$ cat config.mk
export PLATFORM = sky130hd
export DESIGN_NAME = sdram_refresh_seq
export DESIGN_NICKNAME = d
export VERILOG_FILES = /design/src/rtl/sdram_refresh_pkg.sv /design/src/rtl/refresh_rst_sync.sv /design/src/rtl/refresh_wait_timer.sv /design/src/rtl/refresh_burst_counter.sv /design/src/rtl/refresh_seq_fsm.sv /design/src/rtl/sdram_refresh_seq.sv
export SDC_FILE = /design/constraint.sdc
export NUM_CORES = 1
export LEC_CHECK = 0
export BUFFER_PORTS_ARGS = -buffer_cell sky130_fd_sc_hd__buf_2
export CORE_MARGIN = 2
export CORE_UTILIZATION = 30
export CTS_CLUSTER_DIAMETER = 60
export DETAILED_ROUTE_END_ITERATION = 10
export PLACE_DENSITY_LB_ADDON = 0.08
export SLEW_MARGIN = 20
export SYNTH_ARGS = -nofsm -noshare
export SYNTH_HDL_FRONTEND = slang
export SYNTH_SLANG_ARGS = --single-unit
$ cat constraint.sdc
create_clock -name clk -period 1.52 [get_ports clk]
set_clock_uncertainty 0.2 [all_clocks]
set_input_delay 0.38 -clock clk [delete_from_list [all_inputs] [get_ports clk]]
set_output_delay 0.38 -clock clk [all_outputs]
set_load 0.02 [all_outputs]
$ cat src/rtl/sdram_refresh_pkg.sv
`timescale 1ns/1ps
package sdram_refresh_pkg;

  typedef enum logic [2:0] {
    ST_IDLE,
    ST_PRECHARGE_ALL,
    ST_WAIT_TRP,
    ST_REFRESH,
    ST_WAIT_TRC,
    ST_DONE
  } seq_state_e;

  // {cs_n, ras_n, cas_n, we_n}
  typedef logic [3:0] sdr_cmd_t;

  localparam sdr_cmd_t CMD_DESL = 4'b1111;
  localparam sdr_cmd_t CMD_NOP  = 4'b0111;
  localparam sdr_cmd_t CMD_PRE  = 4'b0010;
  localparam sdr_cmd_t CMD_REF  = 4'b0001;

endpackage

$ cat src/rtl/refresh_rst_sync.sv
`timescale 1ns/1ps
module refresh_rst_sync #(
  parameter int STAGES = 2
) (
  input  logic clk,
  input  logic rst_n_in,
  output logic rst_n_out
);

  logic [STAGES-1:0] sync_q;

  generate
    for (genvar g = 0; g < STAGES; g++) begin : g_stage
      if (g == 0) begin : g_first
        always_ff @(posedge clk or negedge rst_n_in) begin
          if (!rst_n_in) sync_q[g] <= 1'b0;
          else           sync_q[g] <= 1'b1;
        end
      end else begin : g_rest
        always_ff @(posedge clk or negedge rst_n_in) begin
          if (!rst_n_in) sync_q[g] <= 1'b0;
          else           sync_q[g] <= sync_q[g-1];
        end
      end
    end
  endgenerate

  assign rst_n_out = sync_q[STAGES-1];

endmodule

$ cat src/rtl/refresh_wait_timer.sv
`timescale 1ns/1ps
module refresh_wait_timer #(
  parameter int W = 4
) (
  input  logic         clk,
  input  logic         rst_n,
  input  logic         load,
  input  logic [W-1:0] load_val,
  output logic         expired
);

  logic [W-1:0] cnt_q, cnt_d;
  logic         cnt_en;

  always_comb begin
    cnt_en = load || (cnt_q != '0);
    cnt_d  = load ? load_val : (cnt_q - 1'b1);
  end

  always_ff @(posedge clk or negedge rst_n) begin
    if (!rst_n)      cnt_q <= '0;
    else if (cnt_en) cnt_q <= cnt_d;
  end

  assign expired = (cnt_q == '0);

endmodule

$ cat src/rtl/refresh_burst_counter.sv
`timescale 1ns/1ps
module refresh_burst_counter #(
  parameter int REF_COUNT = 2,
  localparam int CW = $clog2(REF_COUNT + 1)
) (
  input  logic clk,
  input  logic rst_n,
  input  logic clear,
  input  logic incr,
  output logic all_issued
);

  logic [CW-1:0] cnt_q, cnt_d;
  logic          cnt_en;

  always_comb begin
    cnt_en = clear || incr;
    cnt_d  = clear ? '0 : (cnt_q + 1'b1);
  end

  always_ff @(posedge clk or negedge rst_n) begin
    if (!rst_n)      cnt_q <= '0;
    else if (cnt_en) cnt_q <= cnt_d;
  end

  assign all_issued = (cnt_q == CW'(REF_COUNT));

endmodule

$ cat src/rtl/refresh_seq_fsm.sv
`timescale 1ns/1ps
module refresh_seq_fsm
  import sdram_refresh_pkg::*;
#(
  parameter int TRP_CYC = 3,
  parameter int TRC_CYC = 7,
  parameter int TW      = 4
) (
  input  logic          clk,
  input  logic          rst_n,
  input  logic          refresh_req,
  input  logic          banks_idle,
  input  logic          tmr_expired,
  input  logic          refs_all_issued,
  output logic          tmr_load,
  output logic [TW-1:0] tmr_val,
  output logic          cnt_clear,
  output logic          cnt_incr,
  output sdr_cmd_t      cmd,
  output logic          allbank,
  output logic          ack,
  output logic          grant
);

  seq_state_e st_q, st_d;

  always_comb begin
    st_d      = st_q;
    tmr_load  = 1'b0;
    tmr_val   = '0;
    cnt_clear = 1'b0;
    cnt_incr  = 1'b0;
    case (st_q)
      ST_IDLE: begin
        cnt_clear = 1'b1;
        if (refresh_req) st_d = banks_idle ? ST_REFRESH : ST_PRECHARGE_ALL;
      end
      ST_PRECHARGE_ALL: begin
        tmr_load = 1'b1;
        tmr_val  = TW'(TRP_CYC - 2);
        st_d     = ST_WAIT_TRP;
      end
      ST_WAIT_TRP: begin
        if (tmr_expired) st_d = ST_REFRESH;
      end
      ST_REFRESH: begin
        tmr_load = 1'b1;
        tmr_val  = TW'(TRC_CYC - 2);
        cnt_incr = 1'b1;
        st_d     = ST_WAIT_TRC;
      end
      ST_WAIT_TRC: begin
        if (tmr_expired) st_d = refs_all_issued ? ST_DONE : ST_REFRESH;
      end
      ST_DONE: st_d = ST_IDLE;
      default: st_d = ST_IDLE;
    endcase
  end

  always_ff @(posedge clk or negedge rst_n) begin
    if (!rst_n) st_q <= ST_IDLE;
    else        st_q <= st_d;
  end

  always_comb begin
    cmd     = CMD_DESL;
    allbank = 1'b0;
    case (st_q)
      ST_PRECHARGE_ALL: begin cmd = CMD_PRE; allbank = 1'b1; end
      ST_WAIT_TRP:      cmd = CMD_NOP;
      ST_REFRESH:       cmd = CMD_REF;
      ST_WAIT_TRC:      cmd = CMD_NOP;
      default:          cmd = CMD_DESL;
    endcase
  end

  assign ack   = (st_q == ST_DONE);
  assign grant = (st_q == ST_IDLE) || (st_q == ST_DONE);

endmodule

$ cat src/rtl/sdram_refresh_seq.sv
`timescale 1ns/1ps
module sdram_refresh_seq
  import sdram_refresh_pkg::*;
#(
  parameter int TRP_CYC    = 3,
  parameter int TRC_CYC    = 7,
  parameter int REF_COUNT  = 2,
  parameter int BA_W       = 2,
  parameter int SYNC_STAGE = 2,
  localparam int TMAX = (TRP_CYC > TRC_CYC) ? TRP_CYC : TRC_CYC,
  localparam int TW   = $clog2(TMAX + 1)
) (
  input  logic            clk,
  input  logic            rst_n,
  input  logic            refresh_req,
  input  logic            banks_idle,
  output logic            refresh_ack,
  output logic            host_grant,
  output logic            cmd_cs_n,
  output logic            cmd_ras_n,
  output logic            cmd_cas_n,
  output logic            cmd_we_n,
  output logic [BA_W-1:0] cmd_ba,
  output logic            cmd_allbank
);

  logic          rst_n_int;
  logic          tmr_load, tmr_expired;
  logic [TW-1:0] tmr_val;
  logic          cnt_clear, cnt_incr, refs_all_issued;
  sdr_cmd_t      cmd;

  refresh_rst_sync #(.STAGES(SYNC_STAGE)) u_rst_sync (
    .clk       (clk),
    .rst_n_in  (rst_n),
    .rst_n_out (rst_n_int)
  );

  refresh_wait_timer #(.W(TW)) u_timer (
    .clk      (clk),
    .rst_n    (rst_n_int),
    .load     (tmr_load),
    .load_val (tmr_val),
    .expired  (tmr_expired)
  );

  refresh_burst_counter #(.REF_COUNT(REF_COUNT)) u_burst (
    .clk        (clk),
    .rst_n      (rst_n_int),
    .clear      (cnt_clear),
    .incr       (cnt_incr),
    .all_issued (refs_all_issued)
  );

  refresh_seq_fsm #(.TRP_CYC(TRP_CYC), .TRC_CYC(TRC_CYC), .TW(TW)) u_fsm (
    .clk             (clk),
    .rst_n           (rst_n_int),
    .refresh_req     (refresh_req),
    .banks_idle      (banks_idle),
    .tmr_expired     (tmr_expired),
    .refs_all_issued (refs_all_issued),
    .tmr_load        (tmr_load),
    .tmr_val         (tmr_val),
    .cnt_clear       (cnt_clear),
    .cnt_incr        (cnt_incr),
    .cmd             (cmd),
    .allbank         (cmd_allbank),
    .ack             (refresh_ack),
    .grant           (host_grant)
  );

  assign {cmd_cs_n, cmd_ras_n, cmd_cas_n, cmd_we_n} = cmd;
  assign cmd_ba = '0;

endmodule

==> results of run 1 <==
[cell type report]
class	instances	area share
multi-input cells	38	0.361
flip-flops and latches	10	0.307
repair buffers	22	0.210
clock buffers	4	0.0445
inverters	7	0.0384
well taps	25	0.0384
[state kept, by name, indices dropped and copies added (netlist names)]
signal                flops
u_fsm.st_q                3
u_rst_sync.rst_n_out      1
u_timer.cnt_q             3
u_rst_sync.sync_q         1
u_burst.cnt_q             2
[cell families after synthesis]
group	after synthesis
AND/OR/NAND/NOR	17
buffers and inverters	12
adder cells (fa/ha/maj)	3
flip-flops	10
other	2
XOR/XNOR	2
AO/OA/AOI/OAI	11
multiplexers	2
[worst min path at each step]
| stage | startpoint | end | slack, ps | cells past startpoint |
|---|---|---|---|---|
| finish | u_rst_sync.sync_q[0] | u_rst_sync.rst_n_out | 150 | 0 |
| global route | u_rst_sync.sync_q[0] | u_rst_sync.rst_n_out | 160 | 0 |
| CTS | u_rst_sync.sync_q[0] | u_rst_sync.rst_n_out | 160 | 0 |
| detailed placement | u_rst_sync.rst_n_out | u_burst.cnt_q[1] | -40 | 0 |
| global placement | u_rst_sync.rst_n_out | u_timer.cnt_q[0] | -40 | 0 |
| floorplan | rst_n | u_rst_sync.rst_n_out | -120 | 0 |
[worst max-delay path, cell delays in order, from the launching register on]
cell                      delay, ps
sky130_fd_sc_hd__dfrtp_1        400
sky130_fd_sc_hd__buf_4          150
sky130_fd_sc_hd__nor2_2         110
sky130_fd_sc_hd__xor2_1         140
sky130_fd_sc_hd__buf_4          160
[stage by stage]
step                setup slack (ps)  area [um2]  TNS, ps
floorplan                      -83.0         589     -153
finish                          -307         815    -1790
global route                    -381         815    -2280
CTS                             -292         777    -1670
global placement                3.42         682        0
detailed placement             -22.8         682    -43.3
[Yosys cell counts, drive strengths merged (2+ instances only)]
cell type / instances
nand2b: 3
a22o: 2
inv: 7
a21oi: 3
nor3: 2
buf: 5
nand2: 2
nor2b: 2
nor2: 7
ha: 3
conb: 2
mux2i: 2
dfrtp: 10
[metal layers]
metal  wire length (um)  vias to the layer above  GRT usage
li1                   -                      229          -
met1                481                      202      0.151
met2                559                       12      0.173
met3                 71                        2     0.0692
met4                 13                        0     0.0500
met5                  0                        -          0
[power by group]
part	switching (mW)	internal, mW	leakage (nW)
Clock	0.101	0.146	0.0210
Sequential	0.0888	0.375	0.124
Combinational	0.592	0.606	0.265
[timing repair]
item / CTS / global route
setup endpoints to repair: 7 / 10
gates cloned: 0 / 0
hold buffers: 2 / 0
hold endpoints to repair: 10 / 0
buffers inserted: 1 / 2
resized for setup: 10 / 6
pin swaps: 2 / 2
==> impl_results.rst, run 1 <==
.. list-table::
   :header-rows: 1

   * - Metric
     - Value
   * - Run status
     - finished with violations
   * - Failing checks
     - negative setup slack
   * - Clock tree from TritonCTS
     - done
   * - Post-Synthesis Cell Area
     - 564 um2
   * - Final worst-path cycle share
     - 1.20
   * - Worst Hold Class
     - flop to flop
   * - RSZ-0062 raised after global routing
     - yes
   * - Area fraction in and, or, nand and nor cells after synthesis
     - 0.164
   * - Fin Hold WS
     - 154 ps
   * - Sinks on Clock Net
     - 10
   * - Async set-or-reset flop fraction in the synthesized netlist
     - 1.00
   * - Share of post-route cells with drive strength above 1
     - 0.432
   * - Total instance count after detailed placement
     - 97
   * - Worst setup EP type
     - primary output
   * - Hpwl dp
     - 815 um
   * - Worst vdd ir
     - 0.00106 V
   * - Vertical die dimension
     - 47.4 um
   * - Pin count of the biggest net entering global routing
     - 9
   * - Number of buffers on the longest clock path
     - 2
   * - Static power due to leakage
     - 0.410 nW
   * - Final hold vios
     - 0
   * - Total die area
     - 0.00224 mm2
   * - First-pass detailed-route iteration total
     - 2
   * - Depth of the most critical reg-to-reg path
     - 5
   * - Critical path fanouts, max
     - 3
   * - Number of max-slew violations in the final report
     - 0
   * - Die extent in x
     - 47.4 um
   * - Starting utilization of the core area
     - 0.323
   * - Number of antenna violations at the first check in global routing
     - 0
   * - Average via count per standard cell
     - 4.20
   * - Final Worst Setup Slack
     - -307 ps
   * - GRT Overall Usage
     - 0.122
   * - Overflow after GRT
     - 0
   * - DRC violation count after routing
     - 0
   * - Combinational family with the most area after synthesis
     - simple AND/OR/NAND/NOR gates
   * - Max_cap viols
     - 0
   * - XOR/XNOR Fraction of Synth Area
     - 0.0310
   * - Count of cell types in the netlist
     - 26
   * - Fraction of the yosys area taken by sequential cells
     - 0.443
   * - Sequential cell area
     - 250 um2
   * - Post-synthesis register bit count
     - 10
   * - Number of DRC markers after the initial detailed-route iteration
     - 2
   * - Number of warnings issued by yosys
     - 0
   * - Routability cong.
     - 0.653
   * - Post-layout utilization of the core
     - 0.467
   * - Final setup violation count
     - 7
   * - Routed WL
     - 1130 um
   * - Startpoint of the most critical register-to-register path
     - u_fsm.st_q[2]
   * - Core area
     - 0.00175 mm2
   * - Clock Tree Root
     - sky130_fd_sc_hd__clkbuf_4
   * - Number of nets in the finished design
     - 89
   * - Number of ports placed on the die boundary
     - 13
   * - Most frequent standard cell in the layout excluding fill and tap cells
     - sky130_fd_sc_hd__buf_4
   * - Share of the synthesized area in compound gates (AO/OA/AOI/OAI)
     - 0.137
   * - Share of synthesized area spent on multiplexers
     - 0.0355
   * - Non-filler cells in the finished layout
     - 106
   * - First-pass GRT wire length
     - 1770 um
   * - Biggest area contributors in the synthesized netlist
     - sky130_fd_sc_hd__dfrtp_1, sky130_fd_sc_hd__ha_1, sky130_fd_sc_hd__buf_4, sky130_fd_sc_hd__inv_1, sky130_fd_sc_hd__nor2_1
   * - Worst-case register-to-register setup slack
     - 110 ps
   * - Via Count
     - 445
   * - Library cell with the largest summed area after synthesis
     - sky130_fd_sc_hd__dfrtp_1
   * - Number of enable flip-flop cells after synthesis
     - 0
   * - Count of mapped cells out of synthesis
     - 59
   * - Clock transition at path regs
     - 70 ps
   * - Yosys top cell area share
     - 0.443
   * - Total number of H-tree levels
     - 1
   * - Power density over the cells
     - 2340 mW/mm2
   * - Required time of the critical path
     - 940 ps
   * - Critical path data arrival time
     - 1250 ps
   * - Adder-cell share of the synthesized area
     - 0.0665
   * - Layout Area Growth over Synthesis
     - 44.3%
   * - Post-DR wirelength/cell
     - 10.6 um
   * - Multi-input combinational cell area
     - 294 um2
   * - Crit path to
     - cmd_cs_n
   * - Start point of the critical path
     - u_fsm.st_q[0]
   * - Max Clk Rate
     - 547 MHz
   * - Leading cell types in the layout, fill and taps excluded
     - sky130_fd_sc_hd__buf_4, sky130_fd_sc_hd__dfrtp_1, sky130_fd_sc_hd__inv_1, sky130_fd_sc_hd__nor2_1, sky130_fd_sc_hd__buf_2
   * - Antenna fix cells
     - 0
   * - Mean Syn Cell Area
     - 9.56 um2
   * - Capture point of the worst reg-to-reg path
     - u_fsm.st_q[1]
   * - Number of rows created at floorplan
     - 15
   * - Vias in the first global route
     - 377
   * - Kind of critical path
     - flop to primary output
   * - Total power consumption of the routed design
     - 1.91 mW
   * - Clock Latency Late Sink
     - 270 ps
   * - Port Buffers
     - 10
   * - Number of fill cells
     - 181
   * - Final Critical Period
     - 1830 ps
   * - TritonCTS Buffers
     - 3
   * - ANT nets after route
     - 0
   * - Startpoint class of the critical path
     - flop
   * - Top flip-flop cell by instance count after synthesis
     - sky130_fd_sc_hd__dfrtp_1
Power figures use the tool's default switching activity.
==> run 2, diff against run 1 <==
- ABC_CLOCK_PERIOD_IN_PS: not set -> 1520
- SETUP_SLACK_MARGIN: not set -> 0.5
==> impl_results.rst, run 2 (synthesis results as in run 1) <==
.. list-table::
   :header-rows: 1

   * - Metric
     - Value
   * - Run status
     - finished with violations
   * - Failing checks
     - negative hold slack, negative setup slack
   * - TritonCTS Buffers
     - 3
   * - Via Count
     - 453
   * - Number of DRC markers after the initial detailed-route iteration
     - 0
   * - Antenna fix cells
     - 0
   * - Final Critical Period
     - 1760 ps
   * - Average via count per standard cell
     - 4.27
   * - Non-filler cells in the finished layout
     - 106
   * - Number of max-slew violations in the final report
     - 0
   * - Final Worst Setup Slack
     - -241 ps
   * - Clock tree from TritonCTS
     - done
   * - Die extent in x
     - 47.4 um
   * - Registers with the highest flip-flop counts
     - u_fsm.st_q x3, u_timer.cnt_q x3, u_burst.cnt_q x2
   * - Routed WL
     - 1170 um
   * - Clock Tree Root
     - sky130_fd_sc_hd__clkbuf_4
   * - Sinks on Clock Net
     - 10
   * - Clock transition at path regs
     - 60 ps
   * - First-pass detailed-route iteration total
     - 1
   * - Clock Latency Late Sink
     - 250 ps
   * - Pin count of the biggest net entering global routing
     - 9
   * - Hpwl dp
     - 835 um
   * - Power density over the cells
     - 2330 mW/mm2
   * - Worst setup EP type
     - primary output
   * - DRC violation count after routing
     - 0
   * - Accumulated negative setup slack
     - -1490 ps
   * - Number of rows created at floorplan
     - 15
   * - Worst Hold Class
     - flop to asynchronous set/reset pin
   * - ANT nets after route
     - 0
   * - Critical path data arrival time
     - 1180 ps
   * - Kind of critical path
     - flop to primary output
   * - Most frequent standard cell in the layout excluding fill and tap cells
     - sky130_fd_sc_hd__buf_4
   * - Worst vdd ir
     - 0.00104 V
   * - Hold buffers post-CTS
     - 1
   * - Kind of cell with the highest combined delay on the critical path
     - flip-flops
   * - Leading cell types in the layout, fill and taps excluded
     - sky130_fd_sc_hd__buf_4, sky130_fd_sc_hd__dfrtp_1
   * - Startpoint class of the critical path
     - flop
   * - Final worst-path cycle share
     - 1.16
   * - Overflow after GRT
     - 0
   * - Layout Area Growth over Synthesis
     - 53.2%
   * - RSZ-0062 raised after global routing
     - yes
   * - Final setup violation count
     - 7
   * - Share of post-route cells with drive strength above 1
     - 0.580
   * - Number of buffers on the longest clock path
     - 2
   * - Start point of the critical path
     - u_fsm.st_q[2]
   * - GRT Overall Usage
     - 0.123
   * - Max_cap viols
     - 0
   * - Starting utilization of the core area
     - 0.323
   * - First-pass GRT wire length
     - 1820 um
   * - Total die area
     - 0.00224 mm2
   * - Post-DR wirelength/cell
     - 11.0 um
   * - Static power due to leakage
     - 0.415 nW
   * - Startpoint of the most critical register-to-register path
     - u_fsm.st_q[2]
   * - Required time of the critical path
     - 940 ps
   * - Routability cong.
     - 0.609
   * - Total instance count after detailed placement
     - 98
   * - Port Buffers
     - 10
   * - CP bufs+invs
     - 2
   * - Largest stage delay on the critical path
     - 410 ps
   * - Total number of H-tree levels
     - 1
   * - Number of ports placed on the die boundary
     - 13
   * - Fin Hold WS
     - -68.1 ps
   * - Number of fill cells
     - 180
   * - Vias in the first global route
     - 433
   * - Core area
     - 0.00175 mm2
   * - Vertical die dimension
     - 47.4 um
   * - Slowest cell on crit path
     - sky130_fd_sc_hd__dfrtp_1
   * - Critical path, cell by cell
     - nor2b_4 > buf_4 > nand2_2 > buf_6
   * - Final hold vios
     - 8
   * - Number of antenna violations at the first check in global routing
     - 0
   * - Max Clk Rate
     - 568 MHz
   * - Number of nets in the finished design
     - 90
   * - Critical path fanouts, max
     - 4
[run 2: cell types whose count changed in the layout (fill, tap and decap cells not counted), moves of 2 or more]
cell,change
sky130_fd_sc_hd__inv_2,+3
sky130_fd_sc_hd__nor2_2,-2
sky130_fd_sc_hd__a21oi_1,-2
sky130_fd_sc_hd__a21oi_2,+2
sky130_fd_sc_hd__nor2_4,+2
sky130_fd_sc_hd__inv_1,-2
sky130_fd_sc_hd__ha_1,-2
sky130_fd_sc_hd__ha_4,+2
[run 2: repair_timing]
item,in CTS,in global routing
endpoints found under the setup margin,15,15
setup buffers,1,3
gates resized for setup,19,8
pin swaps,5,3
gates cloned,0,0
endpoints found under the hold margin,10,8
[run 2: final timing paths]
check	endpoint	slack [ps]	cells past startpoint
min	u_burst.cnt_q[1]	-70	0
min in group clk	u_rst_sync.rst_n_out	150	0
max reg2reg	u_burst.cnt_q[0]	40	5
max	cmd_cas_n	-240	4
min reg2reg	u_burst.cnt_q[1]	-70	0
max in group asynchronous	u_rst_sync.rst_n_out	790	2
[run 2: stage by stage]
stage | setup WS (ps) | util | total power, mW | instance area [um2]
finish | -241 | 0.495 | 2.01 | 865
CTS | -252 | 0.463 | 1.89 | 808
floorplan | -82.8 | - | 1.25 | 612
global route | -317 | 0.495 | 2.18 | 865
detailed placement | -4.25 | 0.404 | 1.51 | 704
global placement | 7.87 | 0.404 | 1.50 | 704
[run 2: where the power goes]
| group | switching [mW] | total, mW | internal (mW) |
|---|---|---|---|
| Clock | 0.0825 | 0.174 | 0.0911 |
| Combinational | 0.675 | 1.37 | 0.696 |
| Sequential | 0.0877 | 0.466 | 0.378 |
[run 2: per-layer routing]
| metal | vias up | part of all wire | global-route usage | wire, um |
|---|---|---|---|---|
| met2 | 7 | 0.49 | 0.173 | 572 |
| met1 | 214 | 0.46 | 0.160 | 543 |
| li1 | 230 | - | - | - |
| met4 | 0 | 0.015 | 0.100 | 17 |
| met5 | - | 0 | 0 | 0 |
| met3 | 2 | 0.032 | 0.0269 | 38 |
[run 2: area by class of cell]
cell class	count	area (um2)	share of cell area
clock buffer	3	22.5	0.0260
inverter	7	28.8	0.0333
multi-input combinational	38	350	0.405
sequential	10	251	0.291
tap	25	31.3	0.0362
timing repair buffer	23	180	0.208
==> run 3, diff against run 2 <==
- ABC_AREA: not set -> 1
- ABC_CLOCK_PERIOD_IN_PS: 1520 -> 2000
- clock period: 1.52 -> 2 ns (I/O delays scaled with it)
==> impl_results.rst, run 3 <==
.. list-table::
   :header-rows: 1

   * - Metric
     - Value
   * - Total number of H-tree levels
     - 1
   * - Count of cell types in the netlist
     - 21
   * - Post-DR wirelength/cell
     - 10.2 um
   * - Count of mapped cells out of synthesis
     - 71
   * - Run status
     - finished, final reports clean
   * - Biggest area contributors in the synthesized netlist
     - sky130_fd_sc_hd__dfrtp_1, sky130_fd_sc_hd__nand2_1, sky130_fd_sc_hd__nand3_1, sky130_fd_sc_hd__ha_1, sky130_fd_sc_hd__inv_1
   * - Most frequent standard cell in the layout excluding fill and tap cells
     - sky130_fd_sc_hd__buf_4
   * - Fraction of the yosys area taken by sequential cells
     - 0.414
   * - Registers with the highest flip-flop counts
     - u_fsm.st_q x3, u_timer.cnt_q x3, u_burst.cnt_q x2
   * - Library cell with the highest instance count after synthesis
     - sky130_fd_sc_hd__nand2_1
   * - Worst-case register-to-register setup slack
     - 560 ps
   * - Number of rows created at floorplan
     - 16
   * - Depth of the most critical reg-to-reg path
     - 5
   * - Required time of the critical path
     - 1300 ps
   * - Worst vdd ir
     - 0.000808 V
   * - Mean Syn Cell Area
     - 8.51 um2
   * - First-pass detailed-route iteration total
     - 4
   * - Async set-or-reset flop fraction in the synthesized netlist
     - 1.00
   * - Routability cong.
     - 0.753
   * - Number of antenna violations at the first check in global routing
     - 0
   * - Total power consumption of the routed design
     - 1.66 mW
   * - Core area
     - 0.00192 mm2
   * - Sinks on Clock Net
     - 10
   * - Kind of critical path
     - flop to primary output
   * - ANT nets after route
     - 0
   * - Post-synthesis register bit count
     - 10
   * - Layout Area Growth over Synthesis
     - 57.1%
   * - Critical path data arrival time
     - 1210 ps
   * - Port Buffers
     - 10
   * - Start point of the critical path
     - u_fsm.st_q[0]
   * - Number of DRC markers after the initial detailed-route iteration
     - 9
   * - Met2 layer usage reported by global route
     - 0.194
   * - Gr busiest metal
     - met2
   * - Max_cap viols
     - 0
   * - Post-Synthesis Cell Area
     - 604 um2
   * - Critical path fanouts, max
     - 4
   * - DRC violation count after routing
     - 0
   * - Critical path, cell by cell
     - nor2_4 > nand2_2 > o21ai_4 > buf_4
   * - Die extent in x
     - 48.9 um
   * - Crit path to
     - host_grant
   * - M1 GR Usage
     - 0.141
   * - Leading cell types in the layout, fill and taps excluded
     - sky130_fd_sc_hd__buf_4, sky130_fd_sc_hd__nand2_1, sky130_fd_sc_hd__nand3_1
   * - Number of nets in the finished design
     - 107
   * - Clock Tree Root
     - sky130_fd_sc_hd__clkbuf_4
   * - Met3 Resource Use GR
     - 0.0337
   * - Final setup violation count
     - 0
   * - Slowest cell on crit path
     - sky130_fd_sc_hd__dfrtp_2
   * - Final worst-path cycle share
     - 0.955
   * - Total die area
     - 0.00239 mm2
   * - Post-layout utilization of the core
     - 0.494
   * - First-pass GRT wire length
     - 2210 um
   * - Via Count
     - 545
   * - Accumulated negative setup slack
     - 0 ps
   * - Overflow after GRT
     - 0
   * - Share of post-route cells with drive strength above 1
     - 0.556
   * - Max Clk Rate
     - 524 MHz
   * - Number of buffers on the longest clock path
     - 2
   * - Hpwl dp
     - 889 um
   * - Worst setup EP type
     - primary output
   * - Clock tree from TritonCTS
     - done
   * - Number of warnings issued by yosys
     - 0
   * - Starting utilization of the core area
     - 0.314
   * - Worst Hold Class
     - flop to flop
   * - GRT Overall Usage
     - 0.123
   * - Number of max-slew violations in the final report
     - 0
   * - Pin count of the biggest net entering global routing
     - 9
   * - Top flip-flop cell by instance count after synthesis
     - sky130_fd_sc_hd__dfrtp_1
   * - Clock Latency Late Sink
     - 260 ps
   * - Clock transition at path regs
     - 60 ps
   * - Antenna fix cells
     - 0
   * - Number of ports placed on the die boundary
     - 13
   * - Average via count per standard cell
     - 4.33
   * - TritonCTS Buffers
     - 3
   * - Largest stage delay on the critical path
     - 460 ps
   * - Vertical die dimension
     - 48.9 um
   * - Number of enable flip-flop cells after synthesis
     - 0
   * - Capture point of the worst reg-to-reg path
     - u_fsm.st_q[0]
   * - RSZ-0062 raised after global routing
     - yes
   * - Final hold vios
     - 0
   * - Number of fill cells
     - 200
   * - Startpoint class of the critical path
     - flop
   * - Startpoint of the most critical register-to-register path
     - u_fsm.st_q[0]
   * - Vias in the first global route
     - 520
   * - Commonest cells in the netlist
     - sky130_fd_sc_hd__nand2_1, sky130_fd_sc_hd__dfrtp_1, sky130_fd_sc_hd__inv_1
   * - Yosys top cell area share
     - 0.414
   * - Power density over the cells
     - 1750 mW/mm2
   * - Static power due to leakage
     - 0.469 nW
   * - Final Critical Period
     - 1910 ps
   * - Routed WL
     - 1280 um
   * - Library cell with the largest summed area after synthesis
     - sky130_fd_sc_hd__dfrtp_1
==> run 3: cell types whose count changed after synthesis, sizes merged, moves of 3 or more <==
cell / previous run / this run
buf: 5 / 2
inv: 7 / 11
nand2: 2 / 16
nand2b: 3 / 0
nand3: 0 / 11
o21ai: 0 / 4
==> run 3: layer usage <==
metal	share of wire	vias up
li1	-	275
met1	0.43	246
met2	0.47	18
met3	0.059	6
met4	0.034	0
met5	0	-
==> run 3: worst min path at each step <==
| stage | from | endpoint | slack (ps) | cells past startpoint |
|---|---|---|---|---|
| 2_1_floorplan | u_rst_sync.rst_n_out | u_burst.cnt_q[0] | -110 | 0 |
| 3_3_place_gp | u_rst_sync.rst_n_out | u_timer.cnt_q[2] | -60 | 0 |
| 3_5_place_dp | u_rst_sync.rst_n_out | u_burst.cnt_q[0] | -60 | 0 |
| 4_1_cts | u_rst_sync.sync_q[0] | u_rst_sync.rst_n_out | 160 | 0 |
| 5_1_grt | u_rst_sync.sync_q[0] | u_rst_sync.rst_n_out | 160 | 0 |
| 6_report | u_rst_sync.sync_q[0] | u_rst_sync.rst_n_out | 150 | 0 |
==> run 3: cell type report <==
type | count | area (um2) | area share
Inverter | 11 | 48.8 | 0.0514
Multi-Input combinational cell | 49 | 365 | 0.385
Tap cell | 27 | 33.8 | 0.0356
Sequential cell | 10 | 254 | 0.267
Timing Repair Buffer | 25 | 211 | 0.223
Clock buffer | 4 | 36.3 | 0.0382
==> run 3: logic make-up (layout without fill, tap and decap cells) <==
family                   count (synthesis)  count (layout)  share of synthesized area
buffers and inverters                   13              40                     0.0973
AO/OA/AOI/OAI                            6               6                     0.0538
XOR/XNOR                                 1               1                     0.0145
other                                    2               3                     0.0124
flip-flops                              10              10                      0.414
AND/OR/NAND/NOR                         36              36                      0.346
adder cells (fa/ha/maj)                  3               3                     0.0621
==> run 3: worst max-delay path: cells and delay by family (launching register included) <==
| family | cells | cell delay, ps |
|---|---|---|
| flops | 1 | 460 |
| simple gates | 2 | 270 |
| buf+inv | 1 | 150 |
| compound gates | 1 | 60 |
==> run 3: what timing repair did <==
item	CTS	global route
endpoints found under the setup margin	12	12
gates resized for setup	23	3
endpoints found under the hold margin	10	0
pin swaps	5	2
setup buffers	11	1
hold buffers	2	0
cloned	0	0
==> run 3: through the flow <==
| step | cell area (um2) | instances | setup slack (ps) | hold slack (ps) |
|---|---|---|---|---|
| after CTS | 935 | 125 | 82.7 | 155 |
| after detailed placement | 723 | 108 | 277 | -61.0 |
| final | 950 | 126 | 90.5 | 153 |
| after global placement | 723 | 108 | 274 | -59.1 |
| after floorplan | 647 | 72 | 455 | -106 |
| after global routing | 950 | 126 | 33.5 | 158 |
==> run 3: power by group <==
group / internal [mW] / switching [mW]
combinational: 0.515 / 0.591
clock: 0.110 / 0.0654
sequential: 0.285 / 0.0906
total: 0.910 / 0.747
